File: src/rtl/vref_cal_pkg.sv
package vref_cal_pkg;

   typedef enum logic [2:0] {
      ST_IDLE,
      ST_LOAD,
      ST_ISSUE,
      ST_WAIT,
      ST_WRITE,
      ST_DONE
   } cal_state_e;

   typedef enum logic [1:0] {
      PH_FIRST,
      PH_DOWN,
      PH_UP
   } cal_phase_e;

endpackage

File: src/rtl/vref_step_judge.sv
module vref_step_judge
   import vref_cal_pkg::*;
#(
   parameter int ERR_W    = 12,
   parameter bit TIE_HIGH = 1'b1
) (
   input  cal_phase_e         phase_i,
   input  logic [ERR_W-1:0]   err_i,
   input  logic [ERR_W-1:0]   best_err_i,
   output logic               take_o,
   output logic               go_on_o
);

   logic better;
   logic tie;

   assign better = err_i < best_err_i;
   assign tie    = err_i == best_err_i;

   generate
      if (TIE_HIGH) begin : g_tie_high
         always_comb begin
            unique case (phase_i)
               PH_FIRST: begin take_o = 1'b1;          go_on_o = 1'b1;   end
               PH_DOWN:  begin take_o = better;        go_on_o = better; end
               PH_UP:    begin take_o = better || tie; go_on_o = better; end
               default:  begin take_o = 1'b0;          go_on_o = 1'b0;   end
            endcase
         end
      end else begin : g_tie_low
         always_comb begin
            unique case (phase_i)
               PH_FIRST: begin take_o = 1'b1;          go_on_o = 1'b1;   end
               PH_DOWN:  begin take_o = better || tie; go_on_o = better; end
               PH_UP:    begin take_o = better;        go_on_o = better; end
               default:  begin take_o = 1'b0;          go_on_o = 1'b0;   end
            endcase
         end
      end
   endgenerate

endmodule

File: src/rtl/vref_best_reg.sv
module vref_best_reg #(
   parameter int CODE_W = 7,
   parameter int ERR_W  = 12
) (
   input  logic              clk,
   input  logic              rst_n,
   input  logic              upd_i,
   input  logic              first_i,
   input  logic [CODE_W-1:0] code_i,
   input  logic [ERR_W-1:0]  err_i,
   output logic [CODE_W-1:0] best_code_o,
   output logic [ERR_W-1:0]  best_err_o
);

   always_ff @(posedge clk or negedge rst_n) begin
      if (!rst_n) begin
         best_code_o <= '0;
         best_err_o  <= '0;
      end else if (upd_i) begin
         best_code_o <= code_i;
         best_err_o  <= err_i;
      end
   end


   best_mono_chk: assert property (@(posedge clk) disable iff (!rst_n)
      (upd_i && !first_i) |-> (err_i <= best_err_o))
      else $error("best error count would rise");

endmodule

File: src/rtl/vref_blk_walker.sv
module vref_blk_walker #(
   parameter int NUM_BLK = 1024,
   localparam int BLK_W  = (NUM_BLK > 1) ? $clog2(NUM_BLK) : 1
) (
   input  logic             clk,
   input  logic             rst_n,
   input  logic             clr_i,
   input  logic             adv_i,
   output logic [BLK_W-1:0] blk_o,
   output logic             last_o
);

   generate
      if (NUM_BLK == 1) begin : g_single
         assign blk_o  = '0;
         assign last_o = 1'b1;
      end else begin : g_count
         localparam logic [BLK_W-1:0] LAST_IDX = BLK_W'(NUM_BLK - 1);
         logic [BLK_W-1:0] idx;

         always_ff @(posedge clk or negedge rst_n) begin
            if (!rst_n)     idx <= '0;
            else if (clr_i) idx <= '0;
            else if (adv_i) idx <= idx + 1'b1;
         end

         assign blk_o  = idx;
         assign last_o = idx == LAST_IDX;
      end
   endgenerate


   adv_not_last_chk: assert property (@(posedge clk) disable iff (!rst_n)
      adv_i |-> !last_o)
      else $error("advance past last block");

endmodule

File: src/rtl/vref_cal_engine.sv
module vref_cal_engine
   import vref_cal_pkg::*;
#(
   parameter int NUM_BLK  = 1024,
   parameter int CODE_W   = 7,
   parameter int ERR_W    = 12,
   parameter int PAGE_W   = 8,
   parameter int REF_PAGE = 255,
   parameter bit TIE_HIGH = 1'b1,
   localparam int BLK_W   = (NUM_BLK > 1) ? $clog2(NUM_BLK) : 1
) (
   input  logic              clk,
   input  logic              rst_n,
   input  logic              start_i,
   input  logic              pause_i,
   output logic              rd_req_o,
   output logic [BLK_W-1:0]  rd_blk_o,
   output logic [PAGE_W-1:0] rd_page_o,
   output logic [CODE_W-1:0] rd_code_o,
   input  logic              ecnt_valid_i,
   input  logic [ERR_W-1:0]  ecnt_i,
   output logic [BLK_W-1:0]  tbl_addr_o,
   input  logic [CODE_W-1:0] tbl_rdata_i,
   output logic              tbl_we_o,
   output logic [CODE_W-1:0] tbl_wdata_o,
   output logic              busy_o,
   output logic              done_o
);

   localparam logic [CODE_W-1:0] CODE_MAX = '1;

   generate
      if (NUM_BLK < 1) begin : g_bad_blk
         $error("NUM_BLK must be at least 1");
      end
      if (CODE_W < 2) begin : g_bad_code
         $error("CODE_W must be at least 2");
      end
      if (REF_PAGE < 0 || REF_PAGE >= (1 << PAGE_W)) begin : g_bad_page
         $error("REF_PAGE does not fit in PAGE_W");
      end
   endgenerate

   cal_state_e        st;
   cal_phase_e        phase;
   logic [CODE_W-1:0] start_code;
   logic [CODE_W-1:0] cur_code;
   logic [BLK_W-1:0]  blk;
   logic              last_blk;
   logic              take;
   logic              go_on;
   logic [CODE_W-1:0] best_code;
   logic [ERR_W-1:0]  best_err;
   logic              at_floor;
   logic              at_ceil;
   logic              start_ceil;
   logic              result;

   assign at_floor   = cur_code == '0;
   assign at_ceil    = cur_code == CODE_MAX;
   assign start_ceil = start_code == CODE_MAX;
   assign result     = (st == ST_WAIT) && ecnt_valid_i;

   vref_step_judge #(
      .ERR_W    (ERR_W),
      .TIE_HIGH (TIE_HIGH)
   ) u_judge (
      .phase_i    (phase),
      .err_i      (ecnt_i),
      .best_err_i (best_err),
      .take_o     (take),
      .go_on_o    (go_on)
   );

   vref_best_reg #(
      .CODE_W (CODE_W),
      .ERR_W  (ERR_W)
   ) u_best (
      .clk         (clk),
      .rst_n       (rst_n),
      .upd_i       (result && take),
      .first_i     (phase == PH_FIRST),
      .code_i      (cur_code),
      .err_i       (ecnt_i),
      .best_code_o (best_code),
      .best_err_o  (best_err)
   );

   vref_blk_walker #(
      .NUM_BLK (NUM_BLK)
   ) u_walk (
      .clk    (clk),
      .rst_n  (rst_n),
      .clr_i  ((st == ST_IDLE) && start_i),
      .adv_i  ((st == ST_WRITE) && !last_blk),
      .blk_o  (blk),
      .last_o (last_blk)
   );

   always_ff @(posedge clk or negedge rst_n) begin
      if (!rst_n) begin
         st         <= ST_IDLE;
         phase      <= PH_FIRST;
         start_code <= '0;
         cur_code   <= '0;
      end else begin
         unique case (st)
            ST_IDLE: if (start_i) st <= ST_LOAD;
            ST_LOAD: begin
               start_code <= tbl_rdata_i;
               cur_code   <= tbl_rdata_i;
               phase      <= PH_FIRST;
               st         <= ST_ISSUE;
            end
            ST_ISSUE: if (!pause_i) st <= ST_WAIT;
            ST_WAIT: if (ecnt_valid_i) begin
               unique case (phase)
                  PH_FIRST: begin
                     if (!at_floor) begin
                        phase    <= PH_DOWN;
                        cur_code <= cur_code - 1'b1;
                        st       <= ST_ISSUE;
                     end else if (!at_ceil) begin
                        phase    <= PH_UP;
                        cur_code <= cur_code + 1'b1;
                        st       <= ST_ISSUE;
                     end else begin
                        st <= ST_WRITE;
                     end
                  end
                  PH_DOWN: begin
                     if (go_on && !at_floor) begin
                        cur_code <= cur_code - 1'b1;
                        st       <= ST_ISSUE;
                     end else if (!start_ceil) begin
                        phase    <= PH_UP;
                        cur_code <= start_code + 1'b1;
                        st       <= ST_ISSUE;
                     end else begin
                        st <= ST_WRITE;
                     end
                  end
                  PH_UP: begin
                     if (go_on && !at_ceil) begin
                        cur_code <= cur_code + 1'b1;
                        st       <= ST_ISSUE;
                     end else begin
                        st <= ST_WRITE;
                     end
                  end
                  default: st <= ST_WRITE;
               endcase
            end
            ST_WRITE: st <= last_blk ? ST_DONE : ST_LOAD;
            ST_DONE:  st <= ST_IDLE;
            default:  st <= ST_IDLE;
         endcase
      end
   end

   assign rd_req_o    = (st == ST_ISSUE) && !pause_i;
   assign rd_blk_o    = blk;
   assign rd_page_o   = PAGE_W'(REF_PAGE);
   assign rd_code_o   = cur_code;
   assign tbl_addr_o  = blk;
   assign tbl_we_o    = st == ST_WRITE;
   assign tbl_wdata_o = best_code;
   assign busy_o      = (st != ST_IDLE) && (st != ST_DONE);
   assign done_o      = st == ST_DONE;


   pause_hold_chk: assert property (@(posedge clk) disable iff (!rst_n)
      ((st == ST_ISSUE) && pause_i) |=> ((st == ST_ISSUE) && $stable(cur_code)))
      else $error("search state moved during pause");


   down_below_chk: assert property (@(posedge clk) disable iff (!rst_n)
      (rd_req_o && (phase == PH_DOWN)) |-> (cur_code < start_code))
      else $error("downward probe not below start");


   up_above_chk: assert property (@(posedge clk) disable iff (!rst_n)
      (rd_req_o && (phase == PH_UP)) |-> (cur_code > start_code))
      else $error("upward probe not above start");


   done_pulse_chk: assert property (@(posedge clk) disable iff (!rst_n)
      done_o |=> (!done_o && !busy_o))
      else $error("done longer than one cycle");


   write_single_chk: assert property (@(posedge clk) disable iff (!rst_n)
      tbl_we_o |=> !tbl_we_o)
      else $error("table write longer than one cycle");

endmodule

File: config.mk
export PLATFORM = sky130hd
export DESIGN_NAME = vref_cal_engine
export DESIGN_NICKNAME = d
export VERILOG_FILES = /design/src/rtl/vref_cal_pkg.sv /design/src/rtl/vref_step_judge.sv /design/src/rtl/vref_best_reg.sv /design/src/rtl/vref_blk_walker.sv /design/src/rtl/vref_cal_engine.sv
export SDC_FILE = /design/constraint.sdc
export NUM_CORES = 1
export LEC_CHECK = 0
export ABC_CLOCK_PERIOD_IN_PS = 6720
export BUFFER_PORTS_ARGS = -buffer_cell sky130_fd_sc_hd__buf_2
export CAP_MARGIN = 20
export CORE_MARGIN = 5
export CORE_UTILIZATION = 40
export DETAILED_ROUTE_END_ITERATION = 8
export GPL_TIMING_DRIVEN = 0
export PLACE_DENSITY_LB_ADDON = 0.05
export SLEW_MARGIN = 10
export SYNTH_ARGS = -nofsm -noshare
export SYNTH_HDL_FRONTEND = slang
export SYNTH_SLANG_ARGS = --single-unit
export TNS_END_PERCENT = 30
File: constraint.sdc
create_clock -name clk -period 6.72 [get_ports clk]
set_input_delay 1.008 -clock clk [delete_from_list [all_inputs] [get_ports clk]]
set_output_delay 1.008 -clock clk [all_outputs]
set_load 0.02 [all_outputs]
# Word-level counts from Yosys, hierarchy flattened

Index checks and enable logic that the tools add are counted.

Add/subtract/negate cells: 4
Magnitude comparators: 1
Equality and inequality tests: 22
Multiplexer cells: 30
Reduce and logical (&&, ||, !) cells: 23

Operators by type and width:

| cell                                                                | number |
|---|---|
| 7-bit two-way mux                                                   | 6 |
| 3-bit two-way mux                                                   | 9 |
| 7-bit case mux with 3 select lines                                  | 1 |
| 10-bit two-way mux                                                  | 2 |
| 3-bit case mux with 5 select lines                                  | 1 |
| 7-bit by 1-bit adder with 7-bit output (second input constant)      | 2 |
| 7-bit == test (second input constant)                               | 2 |
| 7-bit case mux with 2 select lines                                  | 1 |
| 12-bit == test                                                      | 1 |
| 12-bit < comparator                                                 | 1 |
| 3-bit != test (second input constant)                               | 4 |
| 6-bit AND reduction                                                 | 2 |
| 10-bit by 1-bit adder with 10-bit output (second input constant)    | 1 |
| 10-bit == test (second input constant)                              | 1 |
| 2-bit two-way mux                                                   | 5 |
| 3-bit case mux with 3 select lines                                  | 1 |
| 1-bit logical AND                                                   | 8 |
| 4-bit != test (second input constant)                               | 2 |
| 2-bit case mux with 2 select lines                                  | 2 |
| 7-bit logical NOT                                                   | 1 |
| 7-bit by 1-bit subtractor with 7-bit output (second input constant) | 1 |
| 3-bit by 2-bit == test with 1-bit output (second input constant)    | 2 |
| 3-bit == test (second input constant)                               | 2 |
| 2-bit != test (second input constant)                               | 3 |
| 15 further kinds                                                    | 19 |

Bits in registers: 48
Input port bits: 24
Output and inout bits: 46
Logic and storage cells: 87

# Logic depth before layout (Yosys ltp)

Gate-level depths: netlist (run 1).

Word-level depth: 8
Depth in mapped cells: 10
Depth with buffers taken out: 9

# Cells and area by module

A second synthesis (run 1) with hierarchy kept.

Cell total of the unflattened synthesis: 364
Area total of the unflattened synthesis: 3537.1 sq um

By module, submodules not included:

| module          | times used | cells each | area each (sq um) | seq. area each (sq um) |
|---|---|---|---|---|
| vref_cal_engine | 1          | 222        | 1840.5            | 475.5 |
| vref_best_reg   | 1          | 40         | 758.2             | 475.5 |
| vref_blk_walker | 1          | 49         | 504.2             | 250.2 |
| vref_step_judge | 1          | 53         | 434.2             | 0.0 |

# Worst setup path after synthesis (run 1)

OpenSTA, ideal clock, no wires.

Kind: input port to flip-flop
Start point: input port ecnt_i[7]
End point: register u_best.best_err_o[10]
Data arrival time: 2.978 ns
Data required time: 6.595 ns
Setup slack: 3.617 ns
Cell stages on the path: 9
Buffers on the path: 1
Path through: ha_1 > a21oi_1 > o21ai_1 > and2_4 > or3_1 > o221ai_2 > nand4_4 > buf_6 > mux2_4

Longest elaborated chain between the ends: 4
Elaborated cells between the ends (all ways): 5
Those cells by class: order compare: 1; eq/ne: 1; mux: 1; reduce/logical: 2

RTL lines:

| element                                               | line                                         | RTL |
|---|---|---|
| start: declaration                                    | vref_cal_engine.sv:21                        | `input logic [ERR_W-1:0] ecnt_i,` |
| 12-bit < comparator or 12-bit == test (tied branches) | vref_step_judge.sv:17, vref_step_judge.sv:18 |  |
| 1-bit logical OR                                      | vref_step_judge.sv:26                        | `PH_UP: begin take_o = better \|\| tie; go_on_o = better; end` |
| 1-bit case mux with 3 select lines (*)                | vref_step_judge.sv:23                        | `unique case (phase_i)` |
| 1-bit logical AND (*)                                 | vref_cal_engine.sv:81                        | `.upd_i (result && take),` |
| end signal: assignment                                | vref_best_reg.sv:21                          | `best_err_o <= err_i;` |
| end: declaration                                      | vref_best_reg.sv:12                          | `output logic [ERR_W-1:0] best_err_o` |

Mark *: on every way between the ends. The rest lies on a longest branch, timed or not.
A chain may end at the register's enable or synchronous reset.

# Worst setup path in the final report (run 1)

Start point: input port ecnt_i[7]
End point: register cur_code[6], in the netlist rd_code_o[6]

Longest elaborated chain between the ends: 7
Elaborated cells between the ends (all ways): 11
Those cells by class: order compare: 1; eq/ne: 2; mux: 5; reduce/logical: 3

RTL lines:

| element                                | line                   | RTL |
|---|---|---|
| 12-bit < comparator (*)                | vref_step_judge.sv:17  | `assign better = err_i < best_err_i;` |
| 1-bit case mux with 2 select lines (*) | vref_step_judge.sv:23  |  |
| 1-bit logical AND                      | vref_cal_engine.sv:132 | `if (go_on && !at_floor) begin` |
| 7-bit two-way mux                      | vref_cal_engine.sv:132 |  |
| 7-bit case mux with 3 select lines     | vref_cal_engine.sv:117 | `unique case (phase)` |
| 7-bit two-way mux                      | vref_cal_engine.sv:116 | `ST_WAIT: if (ecnt_valid_i) begin` |
| 7-bit case mux with 2 select lines     | vref_cal_engine.sv:107 | `unique case (st)` |
| end signal: assignment                 | vref_cal_engine.sv:111 | `cur_code <= tbl_rdata_i;` |
| end signal: assignment                 | vref_cal_engine.sv:121 | `cur_code <= cur_code - 1'b1;` |
| end signal: assignment                 | vref_cal_engine.sv:133 | `cur_code <= cur_code - 1'b1;` |
| end: declaration                       | vref_cal_engine.sv:47  | `logic [CODE_W-1:0] cur_code;` |

Mark *: on every way between the ends. The rest lies on a longest branch, timed or not. The select of a mux whose other input is x is not followed.

==> results.json, run 1 <==
{
  "track_usage_pct": 16.77,
  "die_h_um": 103.8,
  "first_global_vias": 2932,
  "status": "finished clean",
  "start_kind": "primary input",
  "p_sw_share_pct": 48.71,
  "drv_slew": 0,
  "grt_max_degree": 27,
  "ys_ff_latch": 48,
  "overflow": 0,
  "route.detailed.drc": 0,
  "synth_top_area_share_pct": 34.14,
  "synth_cells": 372,
  "dr.first_iter.drc_count": 205,
  "fmax_ghz": 0.3082,
  "placed_area_um2": 4019,
  "cts_resized": 0,
  "avgSynthCellArea_um2": 9.458,
  "final_cell_area_um2": 4130,
  "synthAdderAreaFrac_pct": 7.112,
  "cp-end-kind": "flip-flop",
  "grt_first_pass_wirelength_mm": 15.04,
  "crit_required_ps": 6910,
  "period_needed_ps": 3244,
  "cp_num_buf_inv": 1,
  "cpMaxStageDelayCell": "o41a_1",
  "crit_chain": "buf_2, ha_1, a21oi_1, o21ai_1, and2_4, o41a_1, o2111ai_2, nand2_1, a221oi_1",
  "rows": 34,
  "rsz0062_at_grt": "no",
  "clk_latency_ps": 310,
  "ios": 70,
  "arrival_ps": 3440,
  "power.density_nw_per_um2": 497.2,
  "p_int_mw": 1.053,
  "switching_power_mw": 1.000,
  "worst_slew_pin_slew_ps": 719.7,
  "ys_seq_area_share_pct": 34.14,
  "synth_ff_type": "dfrtp_1",
  "setup_viol": 0,
  "synth_top_area_cell": "dfrtp_1",
  "core_um2": 8636,
  "place_congestion": 0.8768,
  "routedWlPerCell_um": 16.48,
  "die_w_um": 103.8,
  "ys.warnings.count": 0,
  "clk_pin_slew_ps": 100,
  "hold_violations": 0,
  "cp_slowest_stage_delay_ps": 560,
  "hold_slack_ps": 512.7,
  "skew_ps": 10.90,
  "final_util_pct": 47.83,
  "yosys.area_share.simple_pct": 17.18,
  "syn-cell-area_um2": 3518,
  "synth_compound_area_share_pct": 18.60,
  "ant_nets": 0,
  "dp_hpwl_mm": 7.093,
  "path_class": "in -> reg",
  "clock_tree.htree_level_count": 2,
  "synth_xor_area_share_pct": 4.232,
  "cpLargestDelayFamily": "compound AO/OA/AOI/OAI gates",
  "post_cts_buffers": 0,
  "cts.sinks": 48,
  "ir_drop_mv": 0.1839,
  "min_period_over_period_pct": 48.28,
  "num_antenna_cells": 0,
  "via_per_inst": 5.396,
  "cap_violations": 0,
  "synth_top_family_by_area": "compound AO/OA/AOI/OAI gates",
  "die-area_um2": 10770,
  "area_delta_synth_final_pct": 17.39,
  "synth-edff-count": 0,
  "min_path_type": "reg -> reg",
  "start_util_pct": 40.74,
  "async_flop_share_pct": 100.0,
  "clock_tree.buffer_depth": 2,
  "fin_nets": 493,
  "cts_buffers": 5,
  "dr_total_vias": 3011,
  "worst-path-max-fanout": 7,
  "root_buffer": "clkbuf_8",
  "grt_antenna_before_repair": 0,
  "drive_gt1_share_pct": 31.56,
  "clkPwrFrac_pct": 10.7,
  "power_frac_seq_pct": 26.2,
  "holdBufCountCts": 0,
  "fin_tns_setup_ps": 0,
  "leakagePower_nw": 1.941,
  "slew_headroom_pct": 51.80,
  "synth_mux_area_share_pct": 9.993,
  "pwr-share-comb_pct": 63.1,
  "cts_tree": "done",
  "yosysUniqueCellTypes": 63,
  "totalWireLength_mm": 9.197,
  "first_pass_iters": 4,
  "port_buffers": 61,
  "synth_area_leaders": "dfrtp_1 34%, ha_1 7.1%, mux2_2 5.4%"
}
==> logic make-up after synthesis <==
logic type | after synthesis
buffers and inverters | 59
adder cells (fa/ha/maj) | 20
XOR/XNOR | 17
AND/OR/NAND/NOR | 113
multiplexers | 28
flip-flops | 48
AO/OA/AOI/OAI | 86
other | 1
==> synth_stat cells (3+ instances only) <==
master	count
dfrtp_1	48
inv_1	28
nor2_1	24
ha_1	20
nand2_1	20
buf_4	18
o21ai_0	18
mux2_2	17
a21oi_1	16
nand3_1	15
mux2_4	10
a31oi_1	9
nand4_1	9
xor2_1	9
nor3_1	8
xnor2_1	8
or3_1	7
and3_1	6
buf_2	6
clkbuf_1	6
nor2b_1	5
nor4_1	5
a211oi_1	3
nand2b_1	3
o211ai_1	3
or2_2	3
==> cell type report <==
cell class,count,area (µm²)
well taps,108,135.1
plain buffers,31,198.9
multi-input cells,272,2046
clock buffers,5,68.82
fillers,878,4506
flip-flops and latches,48,1201
inverters,28,105.1
repair buffers,63,332.8
clock inverters,3,42.54
==> routing by layer <==
| metal | share of wire [%] | vias to the layer above | wire (µm) | GRT usage (%) |
|---|---|---|---|---|
| met5 | 0 | - | 0 | 0 |
| met4 | 0.86 | 0 | 79 | 3.145 |
| met3 | 4.6 | 11 | 422 | 2.736 |
| met2 | 46 | 93 | 4270 | 27.37 |
| met1 | 48 | 1418 | 4424 | 23.59 |
| li1 | - | 1489 | - | - |
==> worst paths after layout <==
kind / start / end / slack, ps / cells past startpoint
min: u_best.best_code_o[6]$_DFFE_PN0P_ / u_best.best_code_o[6]$_DFFE_PN0P_ / 510 / 1
max reg2reg: rd_code_o[0]$_DFFE_PN0P_ / rd_code_o[3]$_DFFE_PN0P_ / 3720 / 9
max: ecnt_i[7] / rd_code_o[6]$_DFFE_PN0P_ / 3480 / 9
min in group asynchronous: rst_n / u_best.best_err_o[9]$_DFFE_PN0P_ / 680 / 1
min reg2reg: u_best.best_code_o[6]$_DFFE_PN0P_ / u_best.best_code_o[6]$_DFFE_PN0P_ / 510 / 1
max in group asynchronous: rst_n / start_code[3]$_DFFE_PN0P_ / 5510 / 2
==> cells in the final DEF, fill, tap and decap left out, types with 3 or more instances in the layout <==
cell type	netlist	layout
buf_2	6	67
dfrtp_1	48	48
inv_1	28	28
nor2_1	24	24
nand2_1	20	20
ha_1	20	20
buf_4	18	19
o21ai_0	18	18
mux2_2	17	17
a21oi_1	16	16
nand3_1	15	15
mux2_4	10	10
nand4_1	9	9
xor2_1	9	9
a31oi_1	9	9
nor3_1	8	8
xnor2_1	8	8
conb_1	1	8
or3_1	7	7
clkbuf_1	6	6
and3_1	6	6
nor2b_1	5	5
nor4_1	5	5
clkbuf_8	0	5
nand2b_1	3	3
or2_2	3	3
o211ai_1	3	3
a211oi_1	3	3
==> flip-flops by register name, indices dropped and copies added, names as in the netlist <==
signal / flops
u_best.best_err_o: 12
u_walk.blk_o: 10
rd_code_o: 7
start_code: 7
u_best.best_code_o: 7
st: 3
phase: 2
==> through the flow <==
step | worst slack [ps] | instances | power, mW
detailed placement | 3156 | 550 | 1.834
floorplan | 3617 | 379 | 1.480
global placement | 3173 | 548 | 1.822
CTS | 3471 | 558 | 2.063
global route | 3324 | 558 | 2.216
finish | 3476 | 558 | 2.054
==> power groups by stage <==
stage	Clock, mW	Combinational, mW	Sequential [mW]
global route	0.235	1.42	0.565
finish	0.219	1.30	0.539
global placement	0	1.28	0.541
CTS	0.228	1.30	0.540
detailed placement	0	1.29	0.545
floorplan	0	0.887	0.593
(Power assumes the default switching activity.)
==> run 2, diff against run 1 <==
Settings changed: ABC_AREA from default to 1, ABC_CLOCK_PERIOD_IN_PS 6720 to 3350.
Clock period 6.72 ns to 3.35 ns, I/O delays scaled along.
==> run 2 against run 1 <==
Worst hold slack lost 370 ps. Synthesized cell count up 28%. Sequential power is 76% higher. Wire length is 12% lower. Setup slack worse by 2300 ps. Die area down 0.80%. First-iteration DRC count fell by 28%. Clock-buffer cell count up 2. Largest power group unchanged. Highest routed layer unchanged.
==> results.json, run 2 <==
{
  "status": "finished clean",
  "drv_slew": 0,
  "rows": 34,
  "ant_nets": 0,
  "min_period_over_period_pct": 66.38,
  "fillerInstances": 922,
  "dp_hpwl_mm": 6.422,
  "top_register": "u_best.best_err_o",
  "power.density_nw_per_um2": 813.2,
  "routedWlPerCell_um": 12.31,
  "path_class": "reg -> reg",
  "root_buffer": "clkbuf_8",
  "cp-end-kind": "flip-flop",
  "cap_violations": 0,
  "place_congestion": 0.8198,
  "cpMaxStageDelayCell": "dfrtp_1",
  "total_power_mw": 3.308,
  "area_delta_synth_final_pct": 16.65,
  "drive_gt1_share_pct": 22.83,
  "num_antenna_cells": 0,
  "arrival_ps": 2470,
  "core_um2": 8593,
  "route.detailed.drc": 0,
  "ir_drop_mv": 0.3750,
  "grt_max_degree": 31,
  "fin_tns_setup_ps": 0,
  "yosysUniqueCellTypes": 39,
  "ys.warnings.count": 0,
  "period_needed_ps": 2224,
  "cp_slowest_stage_delay_ps": 410,
  "ff_latch_area_um2": 1201,
  "synth_most_common_cell": "nand2_1",
  "die-area_um2": 10690,
  "async_flop_share_pct": 100.0,
  "skew_ps": 8.447,
  "rsz0062_at_grt": "no",
  "die_w_um": 103.4,
  "ios": 70,
  "grt_first_pass_wirelength_mm": 13.79,
  "clk_latency_ps": 310,
  "leakagePower_nw": 2.262,
  "synth_area_leaders": "dfrtp_1 34%, nand2_1 13%, ha_1 7.2%",
  "port_buffers": 61,
  "min_path_type": "in -> async",
  "avgSynthCellArea_um2": 7.341,
  "grt_antenna_before_repair": 0,
  "final_cell_mix": "123 x nand2_1, 62 x buf_2, 61 x inv_1",
  "multi_input_area_um2": 1827,
  "start_util_pct": 40.58,
  "post_cts_buffers": 0,
  "pre_cts_slack_ps": 935.3,
  "crit_required_ps": 3600,
  "fin_ws_ps": 1126,
  "hold_violations": 0,
  "holdBufCountCts": 0,
  "clock_tree.htree_level_count": 2,
  "cts.sinks": 48,
  "totalWireLength_mm": 8.125,
  "syn-cell-area_um2": 3487,
  "first_pass_iters": 4,
  "fmax_ghz": 0.4497,
  "ys_seq_area_share_pct": 34.45,
  "clock_tree.buffer_depth": 2,
  "synth-edff-count": 0,
  "ys_ff_latch": 48,
  "first_global_vias": 2986,
  "via_per_inst": 4.738,
  "setup_viol": 0,
  "start_kind": "flip-flop",
  "track_usage_pct": 16.00,
  "cts_resized": 0,
  "crit_chain": "inv_1, ha_1, buf_4, inv_2, a21oi_4, nand3_4, nand3_2, nand2_2, inv_2, nand2_8, nor2_1, nand2_1, nand2_1",
  "dr.first_iter.drc_count": 148,
  "synth_commonest_cells": "123 x nand2_1, 61 x inv_1, 48 x dfrtp_1",
  "synth_top_area_cell": "dfrtp_1",
  "synth_cells": 475,
  "clk_pin_slew_ps": 100,
  "dr_total_vias": 3127,
  "final_common_cell": "nand2_1",
  "worst-path-max-fanout": 10,
  "overflow": 0,
  "synth_ff_type": "dfrtp_1",
  "fin_nets": 595,
  "die_h_um": 103.4,
  "cts_buffers": 5,
  "synth_top_area_share_pct": 34.45,
  "cts_tree": "done",
  "largest_reg_flops": 12
}
## run 2: through the flow
step	hold WS, ps	instance area (µm²)	cells	util [%]
floorplan	206.9	3513	482	-
global placement	461.8	3954	651	46.01
detailed placement	468.7	3974	652	46.24
CTS	156.5	4068	660	47.34
global route	181.6	4068	660	47.34
finish	147.5	4068	660	47.34
## run 2: report_power, final
group | total [mW] | internal [mW] | switching [mW]
Combinational | 1.98 | 0.710 | 1.27
Sequential | 0.951 | 0.786 | 0.164
Clock | 0.375 | 0.168 | 0.206
## run 2: final timing paths
path / endpoint / slack [ps] / depth (start not counted) / from
min reg2reg: u_best.best_code_o[2]$_DFFE_PN0P_ / 480 / 2 / u_best.best_code_o[2]$_DFFE_PN0P_
min: st[0]$_DFFE_PN0P_ / 150 / 1 / rst_n
max reg2reg: rd_code_o[1]$_DFFE_PN0P_ / 1130 / 13 / phase[0]$_DFFE_PN0P_
min in group clk: start_code[1]$_DFFE_PN0P_ / 450 / 2 / tbl_rdata_i[1]
max in group asynchronous: u_best.best_err_o[2]$_DFFE_PN0P_ / 2680 / 2 / rst_n
max: rd_code_o[1]$_DFFE_PN0P_ / 1130 / 13 / phase[0]$_DFFE_PN0P_
## run 2: cells by family after synthesis
family          after synthesis  share of synthesized area [%]
simple gates                228                          30.46
buf+inv                     100                          13.92
compound gates               65                          10.33
flops                        48                          34.45
fa+ha+maj                    20                          7.176
xor+xnor                      9                          2.261
mux                           4                          1.292
other cells                   1                         0.1075
## run 2: critical path: cells and delay by family (launching register included)
| family | cells | cell delay (ps) |
|---|---|---|
| compound gates | 1 | 310 |
| fa+ha+maj | 1 | 280 |
| flops | 1 | 410 |
| buf+inv | 4 | 430 |
| simple gates | 7 | 720 |
## run 2: final cells by class
class / instances / area share, %
plain buffers: 29 / 5.198
inverters: 71 / 6.736
well taps: 108 / 3.322
flip-flops and latches: 48 / 29.53
repair buffers: 62 / 7.998
multi-input cells: 334 / 44.91
clock buffers: 7 / 2.122
clock inverters: 1 / 0.1846
## run 2: routing by layer
layer,vias up,GRT usage [%],wire length (µm)
met5,-,0,0
met1,1425,23.40,4027
met2,61,24.51,3591
met3,8,2.817,404
li1,1633,-,-
met4,0,3.884,102
